`src/rtl/tlu_pkg.sv`:
```
package tlu_pkg;

    localparam int ADDR_DIGITS   = 4;
    localparam int ADDR_BITS     = 4 * ADDR_DIGITS;
    localparam int ADDR_BIN_BITS = $clog2(10 ** ADDR_DIGITS);

    typedef enum logic [1:0] {
        S_IDLE  = 2'd0,
        S_SCAN  = 2'd1,
        S_WRITE = 2'd2,
        S_FAIL  = 2'd3
    } tlu_state_e;

    // BCD address digits to binary word number
    function automatic logic [ADDR_BIN_BITS-1:0] bcd_to_bin(input logic [ADDR_BITS-1:0] b);
        int v;
        v = 0;
        for (int i = ADDR_DIGITS - 1; i >= 0; i--) begin
            v = v * 10 + int'(b[4*i +: 4]);
        end
        return ADDR_BIN_BITS'(v);
    endfunction

    // binary word number to BCD, wrapping at the digit count
    function automatic logic [ADDR_BITS-1:0] bin_to_bcd(input int v);
        logic [ADDR_BITS-1:0] r;
        int t;
        t = v % (10 ** ADDR_DIGITS);
        for (int i = 0; i < ADDR_DIGITS; i++) begin
            r[4*i +: 4] = 4'(t % 10);
            t = t / 10;
        end
        return r;
    endfunction

endpackage

```
`src/rtl/tlu_mag_cmp.sv`:
```
module tlu_mag_cmp #(
    parameter int DIGITS = 10
) (
    input  logic [4*DIGITS-1:0] entry,
    input  logic [4*DIGITS-1:0] arg,
    output logic                ge
);

    // chain from the least significant digit; a higher digit that differs
    // overrides every decision made below it
    logic [DIGITS:0] ge_chain;

    assign ge_chain[0] = 1'b1;

    for (genvar d = 0; d < DIGITS; d++) begin : g_digit
        logic [3:0] e_d;
        logic [3:0] a_d;
        assign e_d = entry[4*d +: 4];
        assign a_d = arg[4*d +: 4];
        assign ge_chain[d+1] = (e_d != a_d) ? (e_d > a_d) : ge_chain[d];
    end

    assign ge = ge_chain[DIGITS];

endmodule

```
`src/rtl/tlu_addr_walk.sv`:
```
module tlu_addr_walk #(
    parameter int MEM_WORDS  = 2000,
    parameter int BAND_WORDS = 50,
    parameter int RSV_WORDS  = 2,
    parameter int CBITS      = 14,
    parameter int AW         = 11
) (
    input  logic             clk,
    input  logic             rst_n,
    input  logic             load,
    input  logic             step,
    input  logic [CBITS-1:0] da,
    output logic [AW-1:0]    cur_addr,
    output logic [CBITS-1:0] stepped,
    output logic             reserved,
    output logic             past_end
);

    localparam int PBITS = $clog2(BAND_WORDS);

    logic [CBITS-1:0] cur;
    logic [PBITS-1:0] pos;

    always_ff @(posedge clk or negedge rst_n) begin
        if (!rst_n) begin
            cur     <= '0;
            pos     <= '0;
            stepped <= '0;
        end else if (load) begin
            cur     <= da - (da % CBITS'(BAND_WORDS));
            pos     <= '0;
            stepped <= '0;
        end else if (step) begin
            cur     <= cur + CBITS'(1);
            pos     <= (pos == PBITS'(BAND_WORDS - 1)) ? '0 : pos + PBITS'(1);
            stepped <= stepped + CBITS'(1);
        end
    end

    assign cur_addr = cur[AW-1:0];
    assign reserved = (pos >= PBITS'(BAND_WORDS - RSV_WORDS));
    assign past_end = (cur >= CBITS'(MEM_WORDS));

endmodule

```
`src/rtl/tlu_field_merge.sv`:
```
module tlu_field_merge #(
    parameter int DIGITS       = 10,
    parameter int FIELD_LSD    = 4,
    parameter int FIELD_DIGITS = 4
) (
    input  logic [4*DIGITS-1:0]       word_in,
    input  logic [4*FIELD_DIGITS-1:0] field,
    output logic [4*DIGITS-1:0]       word_out
);

    localparam int W  = 4 * DIGITS;
    localparam int FW = 4 * FIELD_DIGITS;
    localparam logic [W-1:0] FMASK = {{(W-FW){1'b0}}, {FW{1'b1}}} << (4 * FIELD_LSD);

    logic [W-1:0] field_pos;

    assign field_pos = {{(W-FW){1'b0}}, field} << (4 * FIELD_LSD);
    assign word_out  = (word_in & ~FMASK) | (field_pos & FMASK);

endmodule

```
`src/rtl/tlu_engine.sv`:
```
module tlu_engine
    import tlu_pkg::*;
#(
    parameter int MEM_WORDS  = 2000,
    parameter int BAND_WORDS = 50,
    parameter int RSV_WORDS  = 2,
    parameter int DIGITS     = 10,
    parameter int FIELD_LSD  = 4
) (
    input  logic                            clk,
    input  logic                            rst_n,
    input  logic                            start,
    input  logic [ADDR_BITS-1:0]            start_addr,
    input  logic [4*DIGITS-1:0]             dist_mag,
    input  logic                            even_time,
    output logic                            rd_en,
    output logic [$clog2(MEM_WORDS)-1:0]    rd_addr,
    input  logic [4*DIGITS-1:0]             rd_mag,
    input  logic [4*DIGITS-1:0]             acc_lo_in,
    input  logic                            acc_lo_neg_in,
    output logic [4*DIGITS-1:0]             acc_lo_out,
    output logic                            acc_lo_neg_out,
    output logic                            acc_lo_we,
    output logic                            busy,
    output logic                            done,
    output logic                            err,
    output logic [ADDR_BIN_BITS-1:0]        entry_count,
    output logic [$clog2(MEM_WORDS+8)-1:0]  exec_len
);

    localparam int AW        = $clog2(MEM_WORDS);
    localparam int LW        = $clog2(MEM_WORDS + 8);
    localparam int BASE_LEN  = 6;

    tlu_state_e state, nxt;

    logic [4*DIGITS-1:0]      arg_q;
    logic [ADDR_BIN_BITS-1:0] da_q;
    logic                     even_q;

    logic                     launch;
    logic                     step;
    logic                     hit;
    logic                     reserved;
    logic                     past_end;
    logic [ADDR_BIN_BITS-1:0] stepped;
    logic [ADDR_BITS-1:0]     result_bcd;

    assign launch = (state == S_IDLE) && start;

    // state register
    always_ff @(posedge clk or negedge rst_n) begin
        if (!rst_n) begin
            state <= S_IDLE;
        end else begin
            state <= nxt;
        end
    end

    // next state
    always_comb begin
        nxt = state;
        unique case (state)
            S_IDLE:  if (start) nxt = S_SCAN;
            S_SCAN: begin
                if (past_end) begin
                    nxt = S_FAIL;
                end else if (!reserved && hit) begin
                    nxt = S_WRITE;
                end
            end
            S_WRITE: nxt = S_IDLE;
            S_FAIL:  nxt = S_IDLE;
        endcase
    end

    // launch operands
    always_ff @(posedge clk or negedge rst_n) begin
        if (!rst_n) begin
            arg_q  <= '0;
            da_q   <= '0;
            even_q <= 1'b0;
        end else if (launch) begin
            arg_q  <= dist_mag;
            da_q   <= bcd_to_bin(start_addr);
            even_q <= even_time;
        end
    end

    assign step = (state == S_SCAN) && !past_end && (reserved || !hit);

    tlu_addr_walk #(
        .MEM_WORDS  (MEM_WORDS),
        .BAND_WORDS (BAND_WORDS),
        .RSV_WORDS  (RSV_WORDS),
        .CBITS      (ADDR_BIN_BITS),
        .AW         (AW)
    ) u_walk (
        .clk      (clk),
        .rst_n    (rst_n),
        .load     (launch),
        .step     (step),
        .da       (bcd_to_bin(start_addr)),
        .cur_addr (rd_addr),
        .stepped  (stepped),
        .reserved (reserved),
        .past_end (past_end)
    );

    tlu_mag_cmp #(
        .DIGITS (DIGITS)
    ) u_cmp (
        .entry (rd_mag),
        .arg   (arg_q),
        .ge    (hit)
    );

    assign result_bcd = bin_to_bcd(int'(da_q) + int'(stepped));

    tlu_field_merge #(
        .DIGITS       (DIGITS),
        .FIELD_LSD    (FIELD_LSD),
        .FIELD_DIGITS (ADDR_DIGITS)
    ) u_merge (
        .word_in  (acc_lo_in),
        .field    (result_bcd),
        .word_out (acc_lo_out)
    );

    // outputs
    always_comb begin
        rd_en          = (state == S_SCAN) && !past_end && !reserved;
        acc_lo_we      = (state == S_WRITE);
        done           = (state == S_WRITE) || (state == S_FAIL);
        err            = (state == S_FAIL);
        busy           = (state != S_IDLE);
        acc_lo_neg_out = acc_lo_neg_in;
        entry_count    = stepped;
        exec_len       = LW'(BASE_LEN) + LW'(stepped) + LW'(even_q);
    end

endmodule

```
`config.mk`:
```
export PLATFORM = sky130hd
export DESIGN_NAME = tlu_engine
export DESIGN_NICKNAME = d
export VERILOG_FILES = /design/src/rtl/tlu_pkg.sv /design/src/rtl/tlu_mag_cmp.sv /design/src/rtl/tlu_addr_walk.sv /design/src/rtl/tlu_field_merge.sv /design/src/rtl/tlu_engine.sv
export SDC_FILE = /design/constraint.sdc
export NUM_CORES = 1
export LEC_CHECK = 0
export ABC_AREA = 1
export BUFFER_PORTS_ARGS = -buffer_cell sky130_fd_sc_hd__buf_4
export CAP_MARGIN = 20
export CORE_MARGIN = 2
export CORE_UTILIZATION = 43
export CTS_CLUSTER_DIAMETER = 200
export DETAILED_ROUTE_END_ITERATION = 7
export PLACE_DENSITY = 0.64
export SLEW_MARGIN = 0
export SYNTH_ARGS = -nofsm -noshare
export SYNTH_HDL_FRONTEND = slang
export SYNTH_HIERARCHICAL = 1
export SYNTH_SLANG_ARGS = --single-unit
```
`constraint.sdc`:
```
create_clock -name clk -period 19.1 [get_ports clk]
set_clock_uncertainty 0.15 [all_clocks]
set_input_delay 0.955 -clock clk [delete_from_list [all_inputs] [get_ports clk]]
set_output_delay 0.955 -clock clk [all_outputs]
set_load 0.005 [all_outputs]
```
---- Word-level counts from Yosys, hierarchy flattened ----
Cells that the tools add are included.
operators by class
  add/sub/neg operators ................... 10
  $mul .................................... 3
  divide/modulo/power cells ............... 9
  magnitude comparators ................... 12
  eq/ne operators ......................... 16
  muxes and demuxes ....................... 21
  bitwise operators ....................... 1
  reduce and logical (&&, ||, !) cells .... 15
operator list
  operator                                                                               count
  32-bit by 5-bit modulo with 32-bit output, second input constant                       4
  32-bit by 5-bit divider with 32-bit output, second input constant                      3
  14-bit two-way mux                                                                     4
  4-bit > comparator                                                                     10
  4-bit inequality test                                                                  10
  40-bit by 32-bit OR with 40-bit output                                                 1
  32-bit by 15-bit modulo with 32-bit output, second input constant                      1
  14-bit by 1-bit adder with 14-bit output, second input constant                        2
  6-bit two-way mux                                                                      3
  14-bit by 14-bit adder with 15-bit output                                              1
  13-bit by 4-bit adder with 14-bit output                                               1
  14-bit by 4-bit adder with 14-bit output                                               1
  14-bit by 11-bit greater-or-equal comparator with 1-bit output, second input constant  1
  14-bit by 6-bit modulo with 14-bit output, second input constant                       1
  14-bit by 3-bit multiplier with 13-bit output, second input constant                   1
  14-bit subtractor                                                                      1
  9-bit by 3-bit multiplier with 12-bit output, second input constant                    1
  11-bit by 1-bit adder with 11-bit output                                               1
  3-bit by 11-bit adder with 11-bit output, first input constant                         1
  1-bit two-way mux                                                                      10
  8-bit by 4-bit adder with 9-bit output                                                 1
  4-bit by 3-bit multiplier with 7-bit output, second input constant                     1
  6-bit by 1-bit adder with 6-bit output, second input constant                          1
  6-bit equality test, second input constant                                             1
  other kinds (14)                                                                       25
storage, ports and cells
  register bits ........................... 91
  input bits .............................. 141
  word-level logic and storage cells ...... 94

---- Depth between registers and ports, before layout ----
  depth after elaboration ................. 16
  depth in mapped cells ................... 171
  gate-level depth less buffers ........... 169

---- Modules after synthesis ----
The synthesis kept the hierarchy.
by module, submodules not included
  module           times used  cells an instance  area an instance (sq um)
  tlu_engine       1           1,591              10,271.1
  tlu_addr_walk    1           603                3,881.2
  tlu_mag_cmp      1           169                1,078.5
  tlu_field_merge  1           40                 300.3

---- Worst setup path after synthesis ----
Ideal clock, no wire load.
  path kind ............................... register to output
  start ................................... reg u_walk.stepped[0]
  end ..................................... out acc_lo_out[30]
  data arrival time ....................... 14,976 ps
  required time ........................... 17,995 ps
  setup slack ............................. 3,019 ps
  cell stages (with the launch flop) ...... 153
  path through ............................ dfrtp_1 ha_1 fa_1 nand3_1 nand3_1 nand2_1 nand3_1 nand2_2 ha_1 inv_1 nand2_1 nor2_4 nor2_4 nand2_4 buf_6 nand4_2 nand2_4 nor2_2 [117 not listed] nor3b_1 nand2_1 nand2_1 nand2_2 nand2_2 nand2_1 nand2_2 nor2_1 inv_2 nand3b_1 xnor2_2 nand2_2 nand3_1 nand2_2 ha_1 nor2_1 xnor2_1 buf_4
on the way
  word-level cells in the longest chain between the ends .. 7
ends and longest elaborated chain
  element                                                   RTL line               text
  from (decl)                                               tlu_addr_walk.sv:14    output logic [CBITS-1:0] stepped,
  from (signal assigned)                                    tlu_addr_walk.sv:36    stepped <= stepped + CBITS'(1);
  14-bit by 14-bit adder with 15-bit output                 tlu_engine.sv:118      assign result_bcd = bin_to_bcd(int'(da_q) + int'(stepped));
  32-bit by 15-bit modulo with 32-bit output                tlu_pkg.sv:28          t = v % (10 ** ADDR_DIGITS);
  32-bit by 5-bit divider with 32-bit output (3 in series)  tlu_pkg.sv:31          t = t / 10;
  32-bit by 5-bit modulo with 32-bit output                 tlu_pkg.sv:30          r[4*i +: 4] = 4'(t % 10);
  net result_bcd[14]                                        tlu_engine.sv:47       logic [ADDR_BITS-1:0] result_bcd;
  40-bit by 32-bit OR with 40-bit output                    tlu_field_merge.sv:18  assign word_out = (word_in & ~FMASK) | (field_pos & FMASK);
  to (decl)                                                 tlu_engine.sv:21       output logic [4*DIGITS-1:0] acc_lo_out,
The timed path passes the listed nets, and every way through them passes these cells.

---- Worst setup path after layout ----
  start ................................... reg u_walk.stepped[0]
  end ..................................... out acc_lo_out[30]
on the way
  word-level cells in the longest chain between the ends .. 7
ends and longest elaborated chain
  element                                                   RTL line
  14-bit by 14-bit adder with 15-bit output                 tlu_engine.sv:118
  32-bit by 15-bit modulo with 32-bit output                tlu_pkg.sv:28
  32-bit by 5-bit divider with 32-bit output (3 in series)  tlu_pkg.sv:31
  32-bit by 5-bit modulo with 32-bit output                 tlu_pkg.sv:30
  40-bit by 32-bit OR with 40-bit output                    tlu_field_merge.sv:18
Every way passes these cells.

==> results.cfg <==
[job]
cap_violations = 0

[finish]
syn2layout_area_growth_pct = 14.5
fillers = 3601
multiInputGateArea_um2 = 11500
nets = 2831
seqCellArea_um2 = 2290
fin_cells = 3006
drive_above_1_share_pct = 24.0
antenna_cells = 0
final_area_um2 = 17800

[min_path]
hold_class = reg -> reg

[synth]
yosys_most_used_dff = dfrtp_1
synth_xor_area_share_pct = 6.95
synth_compound_area_share_pct = 9.43
ys_seq_area_share_pct = 14.7
syn_area_per_cell_um2 = 6.46
synthArstFlopShare_pct = 100
yosys.area_share.adder_pct = 12.4
netlist_area_um2 = 15500
yosysUniqueCellTypes = 71
ys_warn_count = 6
synthSimpleGateAreaFrac_pct = 42.9
ys_ff_latch = 91
synth_enable_flop_cells = 0
synth_top_family_by_area = simple AND/OR/NAND/NOR gates
synthMuxAreaShare_pct = 0
synthCells = 2403

[global_routing]
grt_pass1_vias = 14016
overflow = 0
grt_usage_pct = 19.3
grt_max_degree = 72
grt_pass1_wl_um = 62900
antenna_found_initial = 0

[setup_path]
start_kind = flip-flop
crit_path_end_kind = primary output
required_ns = 18.00
crit_arrival_ns = 16.49
crit_top_cell = nand2_2
crit_type = reg -> out
worst_path_max_delay_cell = dfrtp_2
slowest_delay_ns = 0.46
cp_max_fo = 7

[floorplan]
initial_utilization_pct = 43.7
rows = 69
ios = 223
fp.dieArea_um2 = 37700
die_y_um = 194
coreArea_um2 = 35600
fp.dieW_um = 194

[placed_design]
dp.final_hpwl_um = 29600
placedInstanceArea_um2 = 16800
place_ws_ns = 0.288
io_buffers = 156
dpl.cell_count = 2951
gp_congestion = 0.878

[detailed_routing]
drt_wl_total_um = 37300
vias = 15047
dr.pass1.iters = 5
viasPerCell = 5.01
wl_per_cell_um = 12.4
dr.first_iter.drc_count = 655
antenna_left = 0
drc = 0

[cts]
clockBufferDepth = 2
cts_sinks = 91
clkLatencyLatePin_ns = 0.35
h-tree-depth = 3
root_buffer = clkbuf_16
cts_tree = done
clkTransAtPathRegs_ns = 0.07
cts_buffers = 9

[timing]
layout_min_cycle_time_ns = 17.59
setup_viol = 0
finalWorstSetupSlack_ns = 1.51
tightest_slew_ns = 0.774
hold_viol = 0
period_share_pct = 92.1
max_clock_freq_ghz = 0.0568
slew_headroom_pct = 48.4
final_max_slew_viol_count = 0

[outcome]
status = complete, no violations
-- worst max-delay path, delay by kind of cell (launching register included) --
kind | cells | cell delay [ns]
AO/OA/AOI/OAI | 8 | 1.31
XOR/XNOR | 4 | 0.81
adder cells (fa/ha/maj) | 8 | 1.74
buffers and inverters | 21 | 1.63
flip-flops | 1 | 0.46
AND/OR/NAND/NOR | 107 | 10.10
-- flip-flops by register name, summed over array words and instances (netlist names) --
name	count
u_walk/cur	14
u_walk/pos	6
arg_q	40
u_walk/stepped	14
state	2
da_q	14
even_q	1
-- synthesized netlist by cell type, types with 5 or more instances --
master      n  area (um2)
o21ai_2     7        61.3
nand3_4     5        87.6
nand4_1    58         363
o22ai_1     5        31.3
o21bai_1    9        67.6
nor2_1    152         571
o211ai_1   17         128
ha_1      143        1790
nor2_2     21         131
xnor2_1    28         245
buf_1       5        18.8
o21ai_1    13        65.1
nand4_2     9         113
buf_4      54         405
xor2_1     86         753
nand2_4    42         473
o21ai_0    67         335
dfrtp_1    91        2280
a31oi_1     9        56.3
nor3_1     21         105
inv_1     351        1320
a21oi_1    78         390
nand3b_1    6        45.0
nand3_1   194         971
clkbuf_1   13        48.8
nor2_4     10         113
nand2_1   614        2300
nand2_2   132         826
inv_2      40         150
nand3_2    36         360
fa_1        7         140
-- layer usage --
metal | GRT usage, % | vias up | wire length [um]
li1 | - | 7912 | -
met1 | 23.7 | 6893 | 16600
met2 | 36.1 | 201 | 19100
met3 | 2.37 | 41 | 1010
met4 | 3.45 | 0 | 616
met5 | 0 | - | 0
-- placed cells by master, fill, tap and decap left out, types with 10 or more instances in the layout --
| cell type | synthesis | routed |
|---|---|---|
| a21oi_1 | 78 | 75 |
| buf_4 | 54 | 201 |
| dfrtp_1 | 91 | 83 |
| ha_1 | 143 | 132 |
| inv_1 | 351 | 345 |
| inv_2 | 40 | 42 |
| nand2_1 | 614 | 606 |
| nand2_2 | 132 | 129 |
| nand2_4 | 42 | 54 |
| nand3_1 | 194 | 186 |
| nand3_2 | 36 | 40 |
| nand3_4 | 5 | 10 |
| nand4_1 | 58 | 58 |
| nor2_1 | 152 | 145 |
| nor2_2 | 21 | 23 |
| nor2_4 | 10 | 15 |
| nor3_1 | 21 | 21 |
| o211ai_1 | 17 | 17 |
| o21ai_0 | 67 | 67 |
| o21ai_1 | 13 | 11 |
| xnor2_1 | 28 | 28 |
| xor2_1 | 86 | 85 |
-- worst paths after layout --
kind | from | to | slack (ns) | cells after the start
worst min-delay path | arg_q[26] | arg_q[26] | 0.33 | 2
worst max-delay path | u_walk/stepped[0] | acc_lo_out[30] | 1.51 | 148
worst max register to register | arg_q[7] | u_walk/stepped[12] | 14.54 | 30
max in group asynchronous | rst_n | u_walk/stepped[9] | 17.25 | 2
min in group asynchronous | rst_n | arg_q[11] | 0.43 | 1
worst min register to register | arg_q[26] | arg_q[26] | 0.33 | 2
-- cell type report --
type	instances	share of cell area (%)
clock inverter	5	0.380
multi-input combinational	1835	64.8
clock buffer	11	1.42
sequential	91	12.9
inverter	401	8.76
timing repair buffer	202	8.55
tap	461	3.24
-- cell families (layout without fill, tap and decap cells) --
| family | Yosys count | after routing |
|---|---|---|
| xor+xnor | 119 | 119 |
| fa+ha+maj | 150 | 150 |
| other cells | 1 | 4 |
| simple gates | 1321 | 1323 |
| flops | 91 | 91 |
| compound gates | 239 | 239 |
| buf+inv | 482 | 619 |
-- what timing repair did --
| item | in CTS | in global routing |
|---|---|---|
| cloned | 0 | 2 |
| resized for setup | 1 | 92 |
| buffers inserted | 0 | 37 |
| pin swaps | 0 | 39 |
| endpoints found under the setup margin | 3 | 3 |
| hold buffers | 0 | 0 |
-- stage by stage --
stage	util (%)	hold slack (ns)	setup TNS [ns]
after CTS	48.1	0.334	0
after detailed placement	47.2	0.315	0
after global placement	47.2	0.313	0
final	50.0	0.329	0
after floorplan	-	0.299	0
after global routing	50.0	0.341	-0.397
Power is not shown: default switching activity piles up to over one toggle a cycle in this logic, so the estimate is an artifact.
